--- src/rtl/svm_pkg.sv ---
package svm_pkg;

    localparam int unsigned CODE_W = 12;

    typedef logic [CODE_W-1:0] mv_t;

    typedef struct packed {
        mv_t fall_mv;
        mv_t rise_mv;
    } trip_pair_t;

    typedef enum logic [1:0] {
        EDGE_NONE = 2'd0,
        EDGE_UP   = 2'd1,
        EDGE_DOWN = 2'd2
    } edge_kind_t;

    function automatic trip_pair_t trip_for(int unsigned base_mv, int unsigned step_mv,
                                            int unsigned hyst_mv, int unsigned idx);
        trip_pair_t  t;
        int unsigned lvl;
        lvl       = base_mv + idx * step_mv;
        t.fall_mv = mv_t'(lvl);
        t.rise_mv = mv_t'(lvl + hyst_mv);
        return t;
    endfunction

    // fresh: judge against the falling level only, ignoring prior state
    function automatic logic trip_decide(mv_t code, trip_pair_t t, logic was_below, logic fresh);
        if (fresh || !was_below)
            return code < t.fall_mv;
        return code < t.rise_mv;
    endfunction

endpackage

--- src/rtl/svm_trip_table.sv ---
module svm_trip_table import svm_pkg::*; #(
    parameter int unsigned N_LVL   = 8,
    parameter int unsigned BASE_MV = 2700,
    parameter int unsigned STEP_MV = 150,
    parameter int unsigned HYST_MV = 200,
    parameter int unsigned SEL_W   = 3
) (
    input  logic [SEL_W-1:0] sel,
    output trip_pair_t       trip
);

    trip_pair_t tbl [N_LVL];

    for (genvar g = 0; g < N_LVL; g++) begin : g_lvl
        assign tbl[g] = trip_for(BASE_MV, STEP_MV, HYST_MV, g);
    end

    always_comb begin
        if (32'(sel) < N_LVL)
            trip = tbl[sel];
        else
            trip = tbl[N_LVL-1];
    end

endmodule

--- src/rtl/svm_ctl_regs.sv ---
module svm_ctl_regs #(
    parameter int unsigned SEL_W = 3
) (
    input  logic             clk,
    input  logic             rst,
    input  logic             wr,
    input  logic             en_wd,
    input  logic [SEL_W-1:0] sel_wd,
    output logic             en_q,
    output logic [SEL_W-1:0] sel_q,
    output logic             reeval_q,
    output logic             blank
);

    logic sel_change;

    assign sel_change = wr && (sel_wd != sel_q);
    assign blank      = sel_change && en_q;

    always_ff @(posedge clk) begin
        if (rst) begin
            en_q     <= 1'b0;
            sel_q    <= '0;
            reeval_q <= 1'b0;
        end else begin
            reeval_q <= sel_change || (wr && en_wd && !en_q);
            if (wr) begin
                en_q  <= en_wd;
                sel_q <= sel_wd;
            end
        end
    end


    ctl_load_chk: assert property (@(posedge clk) disable iff (rst)
        wr |=> (en_q == $past(en_wd)) && (sel_q == $past(sel_wd)));

endmodule

--- src/rtl/svm_hyst_cmp.sv ---
module svm_hyst_cmp import svm_pkg::*; (
    input  logic       clk,
    input  logic       rst,
    input  logic       en,
    input  logic       reeval,
    input  mv_t        code,
    input  trip_pair_t trip,
    output logic       below_q
);

    always_ff @(posedge clk) begin
        if (rst || !en)
            below_q <= 1'b0;
        else
            below_q <= trip_decide(code, trip, below_q, reeval);
    end


    fall_trip_chk: assert property (@(posedge clk) disable iff (rst)
        (en && !below_q && code < trip.fall_mv) |=> below_q);


    hyst_hold_chk: assert property (@(posedge clk) disable iff (rst)
        (en && !reeval && below_q && code < trip.rise_mv) |=> below_q);


    fresh_eval_chk: assert property (@(posedge clk) disable iff (rst)
        (en && reeval) |=> (below_q == ($past(code) < $past(trip.fall_mv))));

endmodule

--- src/rtl/svm_sync_edge.sv ---
module svm_sync_edge import svm_pkg::*; #(
    parameter int unsigned STAGES = 2
) (
    input  logic       clk,
    input  logic       rst,
    input  logic       clr,
    input  logic       d,
    input  logic       blank,
    output logic       q,
    output edge_kind_t kind
);

    logic [STAGES-1:0] sh;
    logic              prev_q;

    assign q = sh[STAGES-1];

    always_ff @(posedge clk) begin
        if (rst || clr) begin
            sh     <= '0;
            prev_q <= 1'b0;
        end else begin
            sh[0] <= d;
            for (int i = 1; i < STAGES; i++)
                sh[i] <= sh[i-1];
            if (!blank)
                prev_q <= q;
        end
    end

    always_comb begin
        kind = EDGE_NONE;
        if (!clr && !blank) begin
            if (q && !prev_q)
                kind = EDGE_UP;
            else if (!q && prev_q)
                kind = EDGE_DOWN;
        end
    end


    clr_hold_chk: assert property (@(posedge clk) disable iff (rst)
        clr |=> !q);


    up_single_chk: assert property (@(posedge clk) disable iff (rst)
        (kind == EDGE_UP) |=> (kind != EDGE_UP));


    down_single_chk: assert property (@(posedge clk) disable iff (rst)
        (kind == EDGE_DOWN) |=> (kind != EDGE_DOWN));


    up_level_chk: assert property (@(posedge clk) disable iff (rst)
        (kind == EDGE_UP) |-> q);

endmodule

--- src/rtl/svm_pend_flag.sv ---
module svm_pend_flag import svm_pkg::*; (
    input  logic       clk,
    input  logic       rst,
    input  edge_kind_t kind,
    input  logic       rise_en,
    input  logic       fall_en,
    input  logic       clr,
    output logic       pend
);

    logic set;

    assign set = ((kind == EDGE_UP) && rise_en) || ((kind == EDGE_DOWN) && fall_en);

    always_ff @(posedge clk) begin
        if (rst)
            pend <= 1'b0;
        else if (set)
            pend <= 1'b1;
        else if (clr)
            pend <= 1'b0;
    end


    pend_set_chk: assert property (@(posedge clk) disable iff (rst)
        set |=> pend);


    pend_clr_chk: assert property (@(posedge clk) disable iff (rst)
        (clr && !set) |=> !pend);


    pend_hold_chk: assert property (@(posedge clk) disable iff (rst)
        (pend && !clr) |=> pend);

endmodule

--- src/rtl/svm_monitor.sv ---
module svm_monitor import svm_pkg::*; #(
    parameter int unsigned N_LVL       = 8,
    parameter int unsigned BASE_MV     = 2700,
    parameter int unsigned STEP_MV     = 150,
    parameter int unsigned HYST_MV     = 200,
    parameter int unsigned SYNC_STAGES = 2,
    localparam int unsigned SEL_W      = (N_LVL > 1) ? $clog2(N_LVL) : 1
) (
    input  logic              clk,
    input  logic              rst,
    input  logic [CODE_W-1:0] volt_mv,
    input  logic              ctl_wr,
    input  logic              ctl_en_wd,
    input  logic [SEL_W-1:0]  ctl_sel_wd,
    output logic              ctl_en,
    output logic [SEL_W-1:0]  ctl_sel,
    input  logic              trig_rise_en,
    input  logic              trig_fall_en,
    input  logic              pend_clr,
    output logic              det_below,
    output logic              edge_rise,
    output logic              edge_fall,
    output logic              irq_pend
);

    logic       reeval;
    logic       blank;
    logic       below_raw;
    trip_pair_t trip;
    edge_kind_t kind;

    svm_ctl_regs #(.SEL_W(SEL_W)) ctl_i (
        .clk     (clk),
        .rst     (rst),
        .wr      (ctl_wr),
        .en_wd   (ctl_en_wd),
        .sel_wd  (ctl_sel_wd),
        .en_q    (ctl_en),
        .sel_q   (ctl_sel),
        .reeval_q(reeval),
        .blank   (blank)
    );

    svm_trip_table #(
        .N_LVL  (N_LVL),
        .BASE_MV(BASE_MV),
        .STEP_MV(STEP_MV),
        .HYST_MV(HYST_MV),
        .SEL_W  (SEL_W)
    ) tbl_i (
        .sel (ctl_sel),
        .trip(trip)
    );

    svm_hyst_cmp cmp_i (
        .clk    (clk),
        .rst    (rst),
        .en     (ctl_en),
        .reeval (reeval),
        .code   (volt_mv),
        .trip   (trip),
        .below_q(below_raw)
    );

    svm_sync_edge #(.STAGES(SYNC_STAGES)) sync_i (
        .clk  (clk),
        .rst  (rst),
        .clr  (!ctl_en),
        .d    (below_raw),
        .blank(blank),
        .q    (det_below),
        .kind (kind)
    );

    svm_pend_flag pend_i (
        .clk    (clk),
        .rst    (rst),
        .kind   (kind),
        .rise_en(trig_rise_en),
        .fall_en(trig_fall_en),
        .clr    (pend_clr),
        .pend   (irq_pend)
    );

    assign edge_rise = (kind == EDGE_UP);
    assign edge_fall = (kind == EDGE_DOWN);


    blank_quiet_chk: assert property (@(posedge clk) disable iff (rst)
        (ctl_wr && ctl_en && (ctl_sel_wd != ctl_sel)) |-> !(edge_rise || edge_fall));


    off_quiet_chk: assert property (@(posedge clk) disable iff (rst)
        (!ctl_en && !$past(ctl_en)) |-> (!det_below && !edge_rise && !edge_fall));


    edge_excl_chk: assert property (@(posedge clk) disable iff (rst)
        $onehot0({edge_rise, edge_fall}));

endmodule

--- config.mk ---
export PLATFORM = sky130hd
export DESIGN_NAME = svm_monitor
export DESIGN_NICKNAME = d
export VERILOG_FILES = /design/src/rtl/svm_pkg.sv /design/src/rtl/svm_trip_table.sv /design/src/rtl/svm_ctl_regs.sv /design/src/rtl/svm_hyst_cmp.sv /design/src/rtl/svm_sync_edge.sv /design/src/rtl/svm_pend_flag.sv /design/src/rtl/svm_monitor.sv
export SDC_FILE = /design/constraint.sdc
export NUM_CORES = 1
export LEC_CHECK = 0
export BUFFER_PORTS_ARGS = -buffer_cell sky130_fd_sc_hd__buf_2
export CAP_MARGIN = 20
export CORE_UTILIZATION = 50
export DETAILED_ROUTE_END_ITERATION = 8
export GPL_TIMING_DRIVEN = 0
export PLACE_DENSITY = 0.77
export SYNTH_ARGS = -nofsm -noshare
export SYNTH_HDL_FRONTEND = slang
export SYNTH_SLANG_ARGS = --single-unit
--- constraint.sdc ---
create_clock -name clk -period 2.6 [get_ports clk]
set_input_delay 0.13 -clock clk [delete_from_list [all_inputs] [get_ports clk]]
set_output_delay 0.13 -clock clk [all_outputs]
set_load 0.05 [all_outputs]
Word-level counts from Yosys, hierarchy flattened

Memories as Yosys holds them, arrays and structs flattened.
Index checks and enable logic that the tools add are counted.

Register bits: 10
Bits in read-only memories: 192
Input bits: 22
Output and inout bits: 8
Logic and storage cells: 45
Memories: 1

Memory list:

| memory           | words | bits a word | rd ports | clocked after memory_dff | write ports | line                 | text |
|---|---|---|---|---|---|---|---|
| (name not given) | 8     | 24          | 1        | 0                        | 0           | svm_trip_table.sv:20 | `trip = tbl[sel];` |

$lt $le $gt $ge: 3
Eq/ne operators: 3
Muxes and demuxes: 11
Bitwise gates (word level): 1
Reduce and logical (&&, ||, !) cells: 19

Operators by type and width:

| cell                                                      | count |
|---|---|
| two-way mux 24 bit                                        | 2 |
| < comparator 12 bit                                       | 2 |
| logical AND 1 bit                                         | 9 |
| two-way mux 1 bit                                         | 6 |
| two-way mux 2 bit                                         | 3 |
| zero test 1 bit                                           | 5 |
| greater-or-equal comparator 4 bit (second input constant) | 1 |
| logical OR 1 bit                                          | 4 |
| inverter 3 -> 4 bit                                       | 1 |
| != test 3 bit                                             | 1 |
| equality test 2 x 1 -> 1 bit (second input constant)      | 1 |
| equality test 2 bit (second input constant)               | 1 |
| nonzero test 2 bit                                        | 1 |

Depth between registers and ports, before layout

Depth after elaboration: 10
Gate-level depth with buffers: 11
Mapped depth without buffers: 11

By module

Synthesis repeated with hierarchy kept, for this count alone.

Cells, all modules: 161
Area total of the unflattened synthesis: 1332.5 um^2

Modules (own cells, without submodules):

| module         | instances | cells an instance | area each (um^2) | seq. area each (um^2) |
|---|---|---|---|---|
| svm_hyst_cmp   | 1         | 80                | 610.6            | 20.0 |
| svm_trip_table | 1         | 42                | 315.3            | 0.0 |
| svm_ctl_regs   | 1         | 22                | 227.7            | 100.1 |
| svm_sync_edge  | 1         | 9                 | 112.6            | 60.1 |
| svm_pend_flag  | 1         | 5                 | 47.5             | 20.0 |
| svm_monitor    | 1         | 3                 | 18.8             | 0.0 |

Worst setup path before layout

No wires, ideal clock.

Path type: reg-to-reg
Start point: register ctl_i.sel_q[1]
End point: register cmp_i.below_q
Setup time: 0.059 ns
Data arrival time: 2.763 ns
Required time: 2.541 ns
Path slack: -0.222 ns
Stages on the path, launching flop included: 12
Buffers on the path: 0
Period minus slack after synthesis: 2.822 ns
Cell sequence: dfxtp_1 inv_1 ha_1 inv_1 nor2_1 a21oi_1 ha_1 a21o_1 a21oi_1 or3b_1 o32ai_1 a31o_1

Cells in the longest elaborated chain, start to end: 7
Elaborated cells on any way between the ends: 8
Classes of those cells: 2 x order compare; 4 x mux; 1 x bitwise; 1 x memory

RTL lines:

| item                                                     | line                 | text |
|---|---|---|
| start, declared                                          | svm_ctl_regs.sv:10   | `output logic [SEL_W-1:0] sel_q,` |
| start signal, assigned                                   | svm_ctl_regs.sv:29   | `sel_q <= sel_wd;` |
| inverter 3 -> 4 bit (implied by the code) *              | svm_trip_table.sv:20 |  |
| memory read (8 x 24 bit) *                               | -                    |  |
| two-way mux 24 bit (implied by the code) * (2 in series) | svm_trip_table.sv:20 |  |
| < comparator 12 bit                                      | svm_pkg.sv:31        | `return code < t.fall_mv;` |
| two-way mux 1 bit                                        | svm_pkg.sv:30        | `if (fresh \|\| !was_below)` |
| two-way mux 1 bit *                                      | svm_pkg.sv:32        | `return code < t.rise_mv;` |
| end signal, assigned                                     | svm_hyst_cmp.sv:15   | `below_q <= trip_decide(code, trip, below_q, reeval);` |
| end, declared                                            | svm_hyst_cmp.sv:8    | `output logic below_q` |

Mark *: on every way between the ends. The rest lies on a longest branch, timed or not. The select of a mux whose other input is x is not followed.
A chain may end at the register's enable or synchronous reset.

Final worst setup path

Start point: register ctl_i.sel_q[0]
End point: register cmp_i.below_q

Same word-level chain as after synthesis.

==> metrics.md <==
| Metric | Value |
|---|---|
| Leak | `0.0006582 uW` |
| WS Path Type | `reg -> reg` |
| Mean Syn Cell Area | `8.429 um2` |
| Fin util | `67.69%` |
| Drt drc | `0` |
| Synthesis-stage register bit count | `10` |
| Hpwl dp | `1886 um` |
| Core Rows | `16` |
| Max cap viols | `0` |
| Mapped cell area | `1087 um2` |
| Comb pwr share | `38.6%` |
| Die X-Extent | `48.63 um` |
| Layout cells sized above 1 | `29.27%` |
| Final setup vio count | `0` |
| Pre-antenna DRT Iters | `4` |
| Area Overhead vs Synth | `24.63%` |
| Clk root buf | `clkbuf_4` |
| Outcome | `completed` |
| Footprint of the multi-input gates | `849.6 um2` |
| Top-count cell post-synth | `ha_1` |
| Worst rel slew slack | `69.25%` |
| Total GRT Usage | `21.54%` |
| TritonCTS clock tree | `built` |
| YS warnings | `0` |
| Non-filler cells, final | `191` |
| Synth cell count leaders | `ha_1, a21oi_1, nor2_1` |
| Crit-path cells | `inv_1 > ha_4 > inv_1 > nor2_2 > a21oi_1 > ha_1 > a21o_1 > a21oi_1 > or3b_1 > o32ai_1 > a31o_1` |
| CTS Buf Count | `3` |
| Fin worst setup slack | `122.5 ps` |
| Hold Violations, Final | `0` |
| DR vias/cell | `5.586` |
| Number of synthesized flops with an enable pin | `0` |
| FF/Latch Area | `209.0 um2` |
| Worst skew pair latency | `270 ps` |
| Die area | `2365 um2` |
| Syn Inst Count | `129` |
| PwrDens | `368.1 nW/um2` |
| DRT iter0 DRCs | `21` |
| Switching part of the total | `33.92%` |
| Crit. End Element | `flop` |
| Routability cong. | `0.8995` |
| Total gr overflow | `0` |
| Mapped Nets | `174` |
| PortBufs | `27` |
| CP max FO | `9` |
| Max stage delay on crit path | `400 ps` |
| CP Buf/Inv Count | `2` |
| Synth top area share | `26.47%` |
| Yosys top cell by area | `ha_1` |
| Synth cell types | `35` |
| Initial Util | `54.31%` |
| Fin crit period | `2478 ps` |
| Worst path slowest cell | `dfxtp_4` |
| Worst endpoint required time | `2820 ps` |
| Clock skew | `1.258 ps` |
| Cell Int Power | `329.6 uW` |
| Clock sink total | `10` |
| WL final | `2457 um` |
| Placed cells | `183` |
| Final Max Tran Viols | `0` |
| Max VDD drop | `0.0003321 V` |
| Clk pin slew, worst setup/hold paths | `70 ps` |
| Crit-path leading delay family | `compound AO/OA/AOI/OAI gates` |
| Ys async rst share | `0%` |
| Sequential area share after synthesis | `18.41%` |
| Final Cycle Share | `95.29%` |
| Nets | `210` |
| Largest net degree at the start of global routing | `12` |
| Main flop type after synthesis | `dfxtp_1` |
| H-Tree Depth | `1` |
| Min-Delay Path Class | `in -> reg` |
| Die H | `48.63 um` |
| Vias | `1067` |
| Measured slew at the worst slew-check pin | `449.6 ps` |
| Synth top area cells | `ha_1, dfxtp_1, mux2i_1` |
| Crit path launch type | `flop` |
| Mean routed wirelength per cell | `12.86 um` |
| Initial antenna violation count | `0` |
| Pre-CTS setup slack | `-19.62 ps` |
| Vias in the first global route | `956` |
| First-pass GRT wire length | `3967 um` |
| Psw | `169.2 uW` |
| I/O Pins | `30` |
| Arrival @ worst endpoint | `2690 ps` |
| Core footprint | `2002 um2` |
| Flop pwr share | `33.2%` |
| Max Freq | `0.4036 GHz` |
| DRT antenna net count | `0` |
| Max clock buf depth | `2` |
| Clock share of power | `28.2%` |
| Ant. Diodes | `0` |
| # fillers | `181` |
| R2R Setup Slk | `120 ps` |
worst min-delay path: cells and delay by family:
| kind | cells | cell delay, ps |
|---|---|---|
| buffers and inverters | 1 | 90 |
| muxes | 1 | 60 |
| and+or+nand+nor | 1 | 70 |
through the flow:
| stage | hold WS, ps | instance area, um2 | total power [uW] | TNS, ps |
|---|---|---|---|---|
| global placement | 377.1 | 1261 | 340.9 | 0 |
| floorplan | 192.4 | 1092 | 296.1 | 0 |
| detailed placement | 392.4 | 1261 | 348.8 | -19.62 |
| global route | 117.3 | 1355 | 542.2 | -31.27 |
| finish | 121.6 | 1355 | 498.8 | 0 |
| CTS | 108.7 | 1300 | 489.7 | 0 |
sequential cells by signal (all words and copies together) (netlist names):
| register | cells |
|---|---|
| ctl_i.sel_q | 3 |
| sync_i.sh | 2 |
| cmp_i.below_q | 1 |
| ctl_i.en_q | 1 |
| ctl_i.reeval_q | 1 |
| pend_i.pend | 1 |
| sync_i.prev_q | 1 |
what timing repair did:
action / 4_1_cts / 5_1_grt
endpoints found under the setup margin: 1 / 1
hold buffers: 0 / 0
resized for setup: 1 / 7
buffers inserted: 0 / 5
pin swaps: 0 / 0
routing by layer:
layer / up-vias / track usage, % / wire length (um)
met5: - / 0 / 0
met4: 0 / 5.392 / 34
met3: 4 / 6.918 / 141
met2: 33 / 35.42 / 1220
met1: 491 / 27.01 / 1060
li1: 539 / - / -
power groups by stage:
stage | sequential (uW) | combinational (uW) | clock [uW]
after global routing | 167 | 219 | 157
final | 166 | 193 | 141
after global placement | 171 | 170 | 0
after detailed placement | 171 | 178 | 0
after CTS | 167 | 179 | 144
after floorplan | 182 | 114 | 0
cell type report:
cell class,instances,area share [%]
multi-input combinational,107,62.70
sequential,10,15.42
tap,27,2.493
inverter,7,2.216
clock buffer,4,2.678
timing repair buffer,32,12.74
buffer,4,1.754
cell usage in the layout, fill, tap and decap left out, types with 4 or more instances in the layout:
cell	netlist	final
a21oi_1	12	12
buf_2	0	27
buf_4	0	5
dfxtp_1	10	7
ha_1	23	22
inv_1	7	6
mux2i_1	8	8
nand2_1	6	6
nand2b_1	6	6
nand3_1	4	4
nor2_1	12	11
o21ai_0	5	5
cell families after synthesis:
group / count (synthesis) / synth area share (%)
buf+inv: 12 / 4.833
mux: 10 / 9.436
flops: 10 / 18.41
fa+ha+maj: 23 / 26.47
simple gates: 38 / 18.53
xor+xnor: 3 / 2.417
compound gates: 33 / 19.91
path summary, 6_finish.rpt:
path,startpoint,endpoint,cells past startpoint
hold / removal,ctl_en_wd,ctl_i.en_q$_SDFFE_PP0P_,3
setup reg to reg,ctl_i.sel_q[0]$_SDFFE_PP0P_,cmp_i.below_q$_SDFF_PP0_,11
hold reg to reg,cmp_i.below_q$_SDFF_PP0_,sync_i.sh[0]$_SDFF_PP0_,1
setup / recovery,ctl_i.sel_q[0]$_SDFFE_PP0P_,cmp_i.below_q$_SDFF_PP0_,11
No activity file was read; power rests on OpenSTA's default activity.
